**config.mk**
```make
export PLATFORM = sky130hd
export DESIGN_NAME = dss_seq
export DESIGN_NICKNAME = d
export VERILOG_FILES = /design/src/rtl/dss_pkg.sv /design/src/rtl/dss_timer.sv /design/src/rtl/dss_pos.sv /design/src/rtl/dss_rwc.sv /design/src/rtl/dss_ctrl.sv /design/src/rtl/dss_seq.sv
export SDC_FILE = /design/constraint.sdc
export NUM_CORES = 1
export LEC_CHECK = 0
export BUFFER_PORTS_ARGS = -buffer_cell sky130_fd_sc_hd__buf_2
export CAP_MARGIN = 5
export CORE_ASPECT_RATIO = 0.6
export CORE_MARGIN = 3
export CORE_UTILIZATION = 45
export DETAILED_ROUTE_END_ITERATION = 8
export PLACE_DENSITY = 0.7
export SYNTH_ARGS = -nofsm -noshare
export SYNTH_HDL_FRONTEND = slang
export SYNTH_SLANG_ARGS = --single-unit
```
**constraint.sdc**
```tcl
create_clock -name clk -period 2.8 [get_ports clk]
set_input_delay 0.84 -clock clk [delete_from_list [all_inputs] [get_ports clk]]
set_output_delay 0.84 -clock clk [all_outputs]
set_load 0.1 [all_outputs]
```
**src/rtl/dss_pkg.sv**
```systemverilog
// Shared types for the step sequencer.
// Assumes: the command code is two bits wide and its values are fixed by the host side.
package dss_pkg;
    typedef enum logic [1:0] {
        OP_SEEK    = 2'd0,
        OP_RESTORE = 2'd1,
        OP_AUTO    = 2'd2,
        OP_RSVD    = 2'd3
    } op_e;

    typedef enum logic [2:0] {
        ST_IDLE,
        ST_DECIDE,
        ST_SETUP,
        ST_PULSE,
        ST_GAP,
        ST_WAIT_SC
    } st_e;
endpackage

```
**src/rtl/dss_timer.sv**
```systemverilog
// Down-counter used for pulse width and inter-pulse gap.
// Assumes: load has priority; the counter parks at zero.
module dss_timer #(
    parameter int TMR_W = 6
) (
    input  logic             clk,
    input  logic             rst_n,
    input  logic             load,
    input  logic [TMR_W-1:0] load_val,
    output logic             zero
);
    logic [TMR_W-1:0] cnt;

    // Load a new interval or count the current one down to zero.
    always_ff @(posedge clk) begin
        if (!rst_n)          cnt <= '0;
        else if (load)       cnt <= load_val;
        else if (cnt != '0)  cnt <= cnt - 1'b1;
    end

    assign zero = (cnt == '0);
endmodule

```
**src/rtl/dss_pos.sv**
```systemverilog
// Holds the current and target cylinder and compares them.
// Assumes: the control unit never steps past cylinder 0 or the top cylinder during a seek.
module dss_pos #(
    parameter int CYL_W = 10
) (
    input  logic             clk,
    input  logic             rst_n,
    input  logic             tgt_load,
    input  logic [CYL_W-1:0] tgt_val,
    input  logic             step_en,
    input  logic             step_out,
    input  logic             clr,
    output logic [CYL_W-1:0] cur,
    output logic             at_tgt,
    output logic             tgt_below
);
    logic [CYL_W-1:0] tgt;

    // Capture the seek target when a seek is accepted.
    always_ff @(posedge clk) begin
        if (!rst_n)        tgt <= '0;
        else if (tgt_load) tgt <= tgt_val;
    end

    // Move the current cylinder one step or zero it after a restore.
    always_ff @(posedge clk) begin
        if (!rst_n)       cur <= '0;
        else if (clr)     cur <= '0;
        else if (step_en) cur <= step_out ? cur - 1'b1 : cur + 1'b1;
    end

    assign at_tgt    = (cur == tgt);
    assign tgt_below = (tgt < cur);
endmodule

```
**src/rtl/dss_rwc.sv**
```systemverilog
// Reduced-write-current decision: cylinder against four times the boundary register.
// Assumes: output is registered, one clock behind its inputs.
module dss_rwc #(
    parameter int CYL_W = 10,
    parameter int PC_W  = 8
) (
    input  logic             clk,
    input  logic             rst_n,
    input  logic             wr_act,
    input  logic [CYL_W-1:0] cur,
    input  logic [PC_W-1:0]  precomp,
    output logic             rwc_n
);
    localparam int CMP_W = (CYL_W > PC_W + 2) ? CYL_W : PC_W + 2;

    logic [CMP_W-1:0] cyl_ext;
    logic [CMP_W-1:0] bnd_ext;
    logic             hit;

    // Widen both operands and form the boundary as precomp times four.
    always_comb begin
        cyl_ext = CMP_W'(cur);
        bnd_ext = CMP_W'({precomp, 2'b00});
        hit     = wr_act && (cyl_ext >= bnd_ext);
    end

    // Register the active-low output.
    always_ff @(posedge clk) begin
        if (!rst_n) rwc_n <= 1'b1;
        else        rwc_n <= !hit;
    end
endmodule

```
**src/rtl/dss_ctrl.sv**
```systemverilog
// Command sequencer: accepts or refuses commands, orders direction setup,
// step pulses and pacing, and ends seeks and restores.
// Assumes: trk0_n and seek_cmp_n are synchronous to clk.
module dss_ctrl
    import dss_pkg::*;
#(
    parameter int RATE_W      = 4,
    parameter int TMR_W       = 6,
    parameter int RST_W       = 10,
    parameter int STEP_W      = 2,
    parameter int RATE_UNIT   = 4,
    parameter int MAX_RESTORE = 1023
) (
    input  logic              clk,
    input  logic              rst_n,
    input  logic              cmd_valid,
    input  logic [1:0]        cmd_op,
    input  logic [RATE_W-1:0] step_rate,
    input  logic              drv_ready,
    input  logic              wr_fault,
    input  logic              trk0_n,
    input  logic              seek_cmp_n,
    input  logic              at_tgt,
    input  logic              tgt_below,
    input  logic              tmr_zero,
    output logic              tmr_load,
    output logic [TMR_W-1:0]  tmr_val,
    output logic              tgt_load,
    output logic              pos_step,
    output logic              pos_out,
    output logic              pos_clr,
    output logic              step_n,
    output logic              dir_n,
    output logic              busy,
    output logic              trk0_err,
    output logic              abort_err
);
    st_e              st;
    op_e              op_q;
    op_e              op_in;
    logic [RST_W-1:0] rcnt;
    logic             accept;
    logic             pulse_end;
    logic             at_zero;

    // Decode the offered command and the end-of-pulse point.
    always_comb begin
        op_in     = op_e'(cmd_op);
        accept    = drv_ready && !wr_fault && (op_in != OP_RSVD);
        pulse_end = (st == ST_PULSE) && tmr_zero;
        at_zero   = !trk0_n;
    end

    // Drive the position unit and the interval timer.
    always_comb begin
        tgt_load = (st == ST_IDLE) && cmd_valid && accept && (op_in == OP_SEEK);
        pos_step = pulse_end && (op_q == OP_SEEK);
        pos_out  = dir_n;
        pos_clr  = (st == ST_DECIDE) && (op_q != OP_SEEK) && at_zero;
        tmr_load = (st == ST_SETUP) || (pulse_end && (op_q != OP_AUTO));
        if (st == ST_SETUP) tmr_val = TMR_W'(STEP_W - 1);
        else                tmr_val = TMR_W'(step_rate) * TMR_W'(RATE_UNIT);
    end

    // Main sequencing state machine and its registered outputs.
    always_ff @(posedge clk) begin
        if (!rst_n) begin
            st        <= ST_IDLE;
            op_q      <= OP_SEEK;
            rcnt      <= '0;
            step_n    <= 1'b1;
            dir_n     <= 1'b1;
            busy      <= 1'b0;
            trk0_err  <= 1'b0;
            abort_err <= 1'b0;
        end else begin
            case (st)
                ST_IDLE: begin
                    if (cmd_valid) begin
                        trk0_err <= 1'b0;
                        if (accept) begin
                            abort_err <= 1'b0;
                            busy      <= 1'b1;
                            op_q      <= op_in;
                            rcnt      <= '0;
                            st        <= ST_DECIDE;
                        end else begin
                            abort_err <= 1'b1;
                        end
                    end
                end
                ST_DECIDE: begin
                    if (op_q == OP_SEEK) begin
                        if (at_tgt) begin
                            busy <= 1'b0;
                            st   <= ST_IDLE;
                        end else begin
                            dir_n <= tgt_below;
                            st    <= ST_SETUP;
                        end
                    end else if (at_zero) begin
                        busy <= 1'b0;
                        st   <= ST_IDLE;
                    end else if (rcnt == RST_W'(MAX_RESTORE)) begin
                        trk0_err <= 1'b1;
                        busy     <= 1'b0;
                        st       <= ST_IDLE;
                    end else begin
                        dir_n <= 1'b1;
                        st    <= ST_SETUP;
                    end
                end
                ST_SETUP: begin
                    step_n <= 1'b0;
                    st     <= ST_PULSE;
                end
                ST_PULSE: begin
                    if (tmr_zero) begin
                        step_n <= 1'b1;
                        if (op_q != OP_SEEK) rcnt <= rcnt + 1'b1;
                        st <= (op_q == OP_AUTO) ? ST_WAIT_SC : ST_GAP;
                    end
                end
                ST_GAP: begin
                    if (tmr_zero) st <= ST_DECIDE;
                end
                ST_WAIT_SC: begin
                    if (!seek_cmp_n) st <= ST_DECIDE;
                end
                default: st <= ST_IDLE;
            endcase
        end
    end
endmodule

```
**src/rtl/dss_seq.sv**
```systemverilog
// Top level of the head step and restore sequencer.
// Assumes: the cylinder, rate and precomp inputs are stable while busy.
module dss_seq #(
    parameter int CYL_W       = 10,
    parameter int PC_W        = 8,
    parameter int RATE_W      = 4,
    parameter int RATE_UNIT   = 4,
    parameter int STEP_W      = 2,
    parameter int MAX_RESTORE = 1023
) (
    input  logic              clk,
    input  logic              rst_n,
    input  logic              cmd_valid,
    input  logic [1:0]        cmd_op,
    input  logic [CYL_W-9:0]  cyl_hi,
    input  logic [7:0]        cyl_lo,
    input  logic [RATE_W-1:0] step_rate,
    input  logic [PC_W-1:0]   precomp,
    input  logic              wr_cmd_act,
    input  logic              drv_ready,
    input  logic              wr_fault,
    input  logic              trk0_n,
    input  logic              seek_cmp_n,
    output logic              step_n,
    output logic              dir_n,
    output logic              rwc_n,
    output logic              busy,
    output logic              trk0_err,
    output logic              abort_err,
    output logic [CYL_W-1:0]  cur_cyl
);
    localparam int GAP_MAX = ((1 << RATE_W) - 1) * RATE_UNIT;
    localparam int TMR_MAX = (GAP_MAX > STEP_W) ? GAP_MAX : STEP_W;
    localparam int TMR_W   = $clog2(TMR_MAX + 1);
    localparam int RST_W   = $clog2(MAX_RESTORE + 1);

    logic             tmr_load;
    logic [TMR_W-1:0] tmr_val;
    logic             tmr_zero;
    logic             tgt_load;
    logic             pos_step;
    logic             pos_out;
    logic             pos_clr;
    logic             at_tgt;
    logic             tgt_below;
    logic [CYL_W-1:0] tgt_val;

    assign tgt_val = {cyl_hi, cyl_lo};

    dss_ctrl #(
        .RATE_W(RATE_W), .TMR_W(TMR_W), .RST_W(RST_W),
        .STEP_W(STEP_W), .RATE_UNIT(RATE_UNIT), .MAX_RESTORE(MAX_RESTORE)
    ) u_ctrl (
        .clk(clk), .rst_n(rst_n), .cmd_valid(cmd_valid), .cmd_op(cmd_op),
        .step_rate(step_rate), .drv_ready(drv_ready), .wr_fault(wr_fault),
        .trk0_n(trk0_n), .seek_cmp_n(seek_cmp_n), .at_tgt(at_tgt),
        .tgt_below(tgt_below), .tmr_zero(tmr_zero), .tmr_load(tmr_load),
        .tmr_val(tmr_val), .tgt_load(tgt_load), .pos_step(pos_step),
        .pos_out(pos_out), .pos_clr(pos_clr), .step_n(step_n), .dir_n(dir_n),
        .busy(busy), .trk0_err(trk0_err), .abort_err(abort_err)
    );

    dss_timer #(.TMR_W(TMR_W)) u_tmr (
        .clk(clk), .rst_n(rst_n), .load(tmr_load), .load_val(tmr_val), .zero(tmr_zero)
    );

    dss_pos #(.CYL_W(CYL_W)) u_pos (
        .clk(clk), .rst_n(rst_n), .tgt_load(tgt_load), .tgt_val(tgt_val),
        .step_en(pos_step), .step_out(pos_out), .clr(pos_clr), .cur(cur_cyl),
        .at_tgt(at_tgt), .tgt_below(tgt_below)
    );

    dss_rwc #(.CYL_W(CYL_W), .PC_W(PC_W)) u_rwc (
        .clk(clk), .rst_n(rst_n), .wr_act(wr_cmd_act), .cur(cur_cyl),
        .precomp(precomp), .rwc_n(rwc_n)
    );
endmodule

```
==> reports/metrics.csv <==
metric;value;unit
ctsHoldBuffers;0;
irDropWorstVdd;0.2499;mV
worstSkewPairLatency;0.29;ns
slew_viol_final;0;
fin_area;0.003385;mm²
critPathKind;flop to flop;
cts_root_buffer;clkbuf_8;
tightest_slew;0.8591;ns
vias_per_cell;5.478;
htree_levels;2;
fmax;415.9;MHz
synth_common_cells;dfxtp_1 (47), ha_1 (29), nor2_1 (28), nor2b_1 (23), inv_1 (22);
clk_pin_slew;0.08;ns
antenna_found_initial;0;
internal-power;0.001069;W
holdWs;0.4736;ns
cts_buffers;5;
arrival;2.59;ns
async_reset_ff_share;0;%
setup_viol;0;
hold_class;flop to flop;
nets;449;
cp.required;2.99;ns
switching_share;31.85;%
worstPathMaxFanout;15;
port_buffers;47;
via_count;2580;
drive_above_1_share;17.83;%
drc;0;
dp_cells;464;
yosysTopAreaCell;dfxtp_1;
ant_nets;0;
drtPass1Iterations;4;
leakage;1.410;nW
syn_area_per_cell;8.744;µm²
skew;0.003196;ns
max_cap_viol_count;0;
power_density;463.5;mW/mm²
fin_crit;2.405;ns
wl_per_cell;15.23;µm
netlist_area;0.002964;mm²
synth_area_leaders;dfxtp_1 (32%), ha_1 (12%), nor2b_1 (4.9%), mux2i_1 (4.4%), xnor2_1 (4.1%);
drt-total-wl;7171;µm
syn-num-nets;401;
slew_headroom;41.97;%
tns;0;ns
grt_pass1_vias;2479;
coreArea;0.006248;mm²
synth_edf_count;0;
cts_resized;0;
yosysSeqAreaShare;31.74;%
rsz0062_at_grt;no;
critPathSlowestCell;a2111oi_0;
status;complete, no violations;
synthCells;339;
start_kind;flop;
num_io_pins;48;
p_sw;0.0004995;W
die_area;0.007629;mm²
fp-row-count;22;
cts_tree;done;
pwr-share-comb;26.4;%
ys_seq_elements;47;
yosysUniqueCellTypes;59;
drt-initial-drc-count;231;
placed_cell_area;0.003297;mm²
cp-end-kind;flop;
clkPwrFrac;26.5;%
hold_depth;2;
fin_cells;471;
cts_num_sinks;47;
rr_worst_depth;6;
fp.dieH;68.87;µm
gp_congestion;0.8674;
worstPathCellList;fa_1 > a21o_1 > a211o_1 > a2111oi_0 > or4b_1 > nand3_1;
synth_ff_type;dfxtp_1;
track_usage;20.22;%
hpwl;5592;µm
final_core_util;54.17;%
area_growth;14.18;%
grt_overflow_total;0;
seq_power_share;47.2;%
postCtsSetupBuffers;0;
fillers;618;
antennaDiodeCount;0;
cp_slowest_stage_delay;0.56;ns
grt_max_degree;30;
grt_pass1_wl;12380;µm
clockBufferDepth;2;
die_w;110.8;µm
initial_core_util;47.44;%
synth_top_cell_area_share;31.74;%
finalHoldViolations;0;
post-route-period-util;85.88;%
synth.most_common_cell;dfxtp_1;
yosysWarnings;0;
-- cells in the final DEF, fill, tap and decap left out, types with 4 or more instances in the layout --
master / count
buf_2: 47
dfxtp_1: 46
ha_1: 29
nor2_1: 28
nor2b_1: 23
inv_1: 22
a21oi_1: 19
nand2_1: 17
xnor2_1: 14
mux2i_1: 13
nand3_1: 12
o21ai_0: 10
nor3_1: 7
nand4_1: 6
o31ai_1: 6
clkbuf_8: 6
nor4_1: 5
a21o_1: 4
nand2b_1: 4
buf_4: 4
-- final timing paths --
kind,slack [ns],end,startpoint
max,0.40,u_pos.cur[8]$_SDFFE_PP0P_,u_ctrl.dir_n$_SDFFE_PN1P_
min,0.47,u_ctrl.step_n$_SDFFE_PN1P_,u_ctrl.step_n$_SDFFE_PN1P_
max reg2reg,0.40,u_pos.cur[8]$_SDFFE_PP0P_,u_ctrl.dir_n$_SDFFE_PN1P_
min reg2reg,0.47,u_ctrl.step_n$_SDFFE_PN1P_,u_ctrl.step_n$_SDFFE_PN1P_
-- flip-flops by register name, indices dropped and copies added (netlist names) --
name,flops
u_ctrl.rcnt,10
u_pos.cur,10
u_pos.tgt,10
u_tmr.cnt,6
u_ctrl.st,3
u_ctrl.op_q,2
u_ctrl.abort_err,1
u_ctrl.busy,1
u_ctrl.dir_n,1
u_ctrl.step_n,1
u_ctrl.trk0_err,1
u_rwc.rwc_n,1
-- cells by family (layout without fill, tap and decap cells) --
group | count (synthesis) | count (layout) | synth area share (%)
compound gates | 72 | 72 | 17.01
fa+ha+maj | 30 | 30 | 12.92
buf+inv | 32 | 80 | 4.306
flops | 47 | 47 | 31.74
xor+xnor | 17 | 17 | 5.023
simple gates | 128 | 128 | 24.61
mux | 13 | 13 | 4.390
-- final cells by class --
| type | count | area, µm² | area share [%] |
|---|---|---|---|
| Clock buffer | 6 | 82.58 | 2.440 |
| Clock inverter | 1 | 5.005 | 0.1479 |
| Inverter | 22 | 82.58 | 2.440 |
| Multi-Input combinational cell | 260 | 1902 | 56.19 |
| Sequential cell | 47 | 942.2 | 27.84 |
| Tap cell | 84 | 105.1 | 3.105 |
| Timing Repair Buffer | 51 | 265.3 | 7.837 |
-- per-layer routing --
metal  track usage, %  up-vias  part of all wire (%)
li1                 -     1326                     -
met1            31.07     1168                    54
met2            28.70       82                    38
met3            4.272        4                   7.1
met4            4.147        0                  0.71
met5                0        -                     0
-- per-stage QoR --
stage | setup slack [ns] | total power, W
after floorplan | 0.09081 | 0.001059
after global placement | 0.4573 | 0.001154
after detailed placement | 0.4148 | 0.001166
after CTS | 0.4055 | 0.001584
after global routing | 0.2421 | 0.001687
final | 0.3954 | 0.001569
-- critical path: cells and delay by family (launching register included) --
kind / cells / cell delay [ns]
AO/OA/AOI/OAI: 3 / 1.11
adder cells (fa/ha/maj): 1 / 0.49
flip-flops: 1 / 0.43
AND/OR/NAND/NOR: 2 / 0.27
-- power groups by stage --
stage | registers [W] | logic (W) | clock network, W
3_5_place_dp | 0.000754 | 0.000412 | 0
5_1_grt | 0.000746 | 0.000479 | 0.000462
3_3_place_gp | 0.000754 | 0.000400 | 0
6_report | 0.000740 | 0.000414 | 0.000415
4_1_cts | 0.000739 | 0.000413 | 0.000432
2_1_floorplan | 0.000765 | 0.000294 | 0
(Power assumes the default switching activity.)
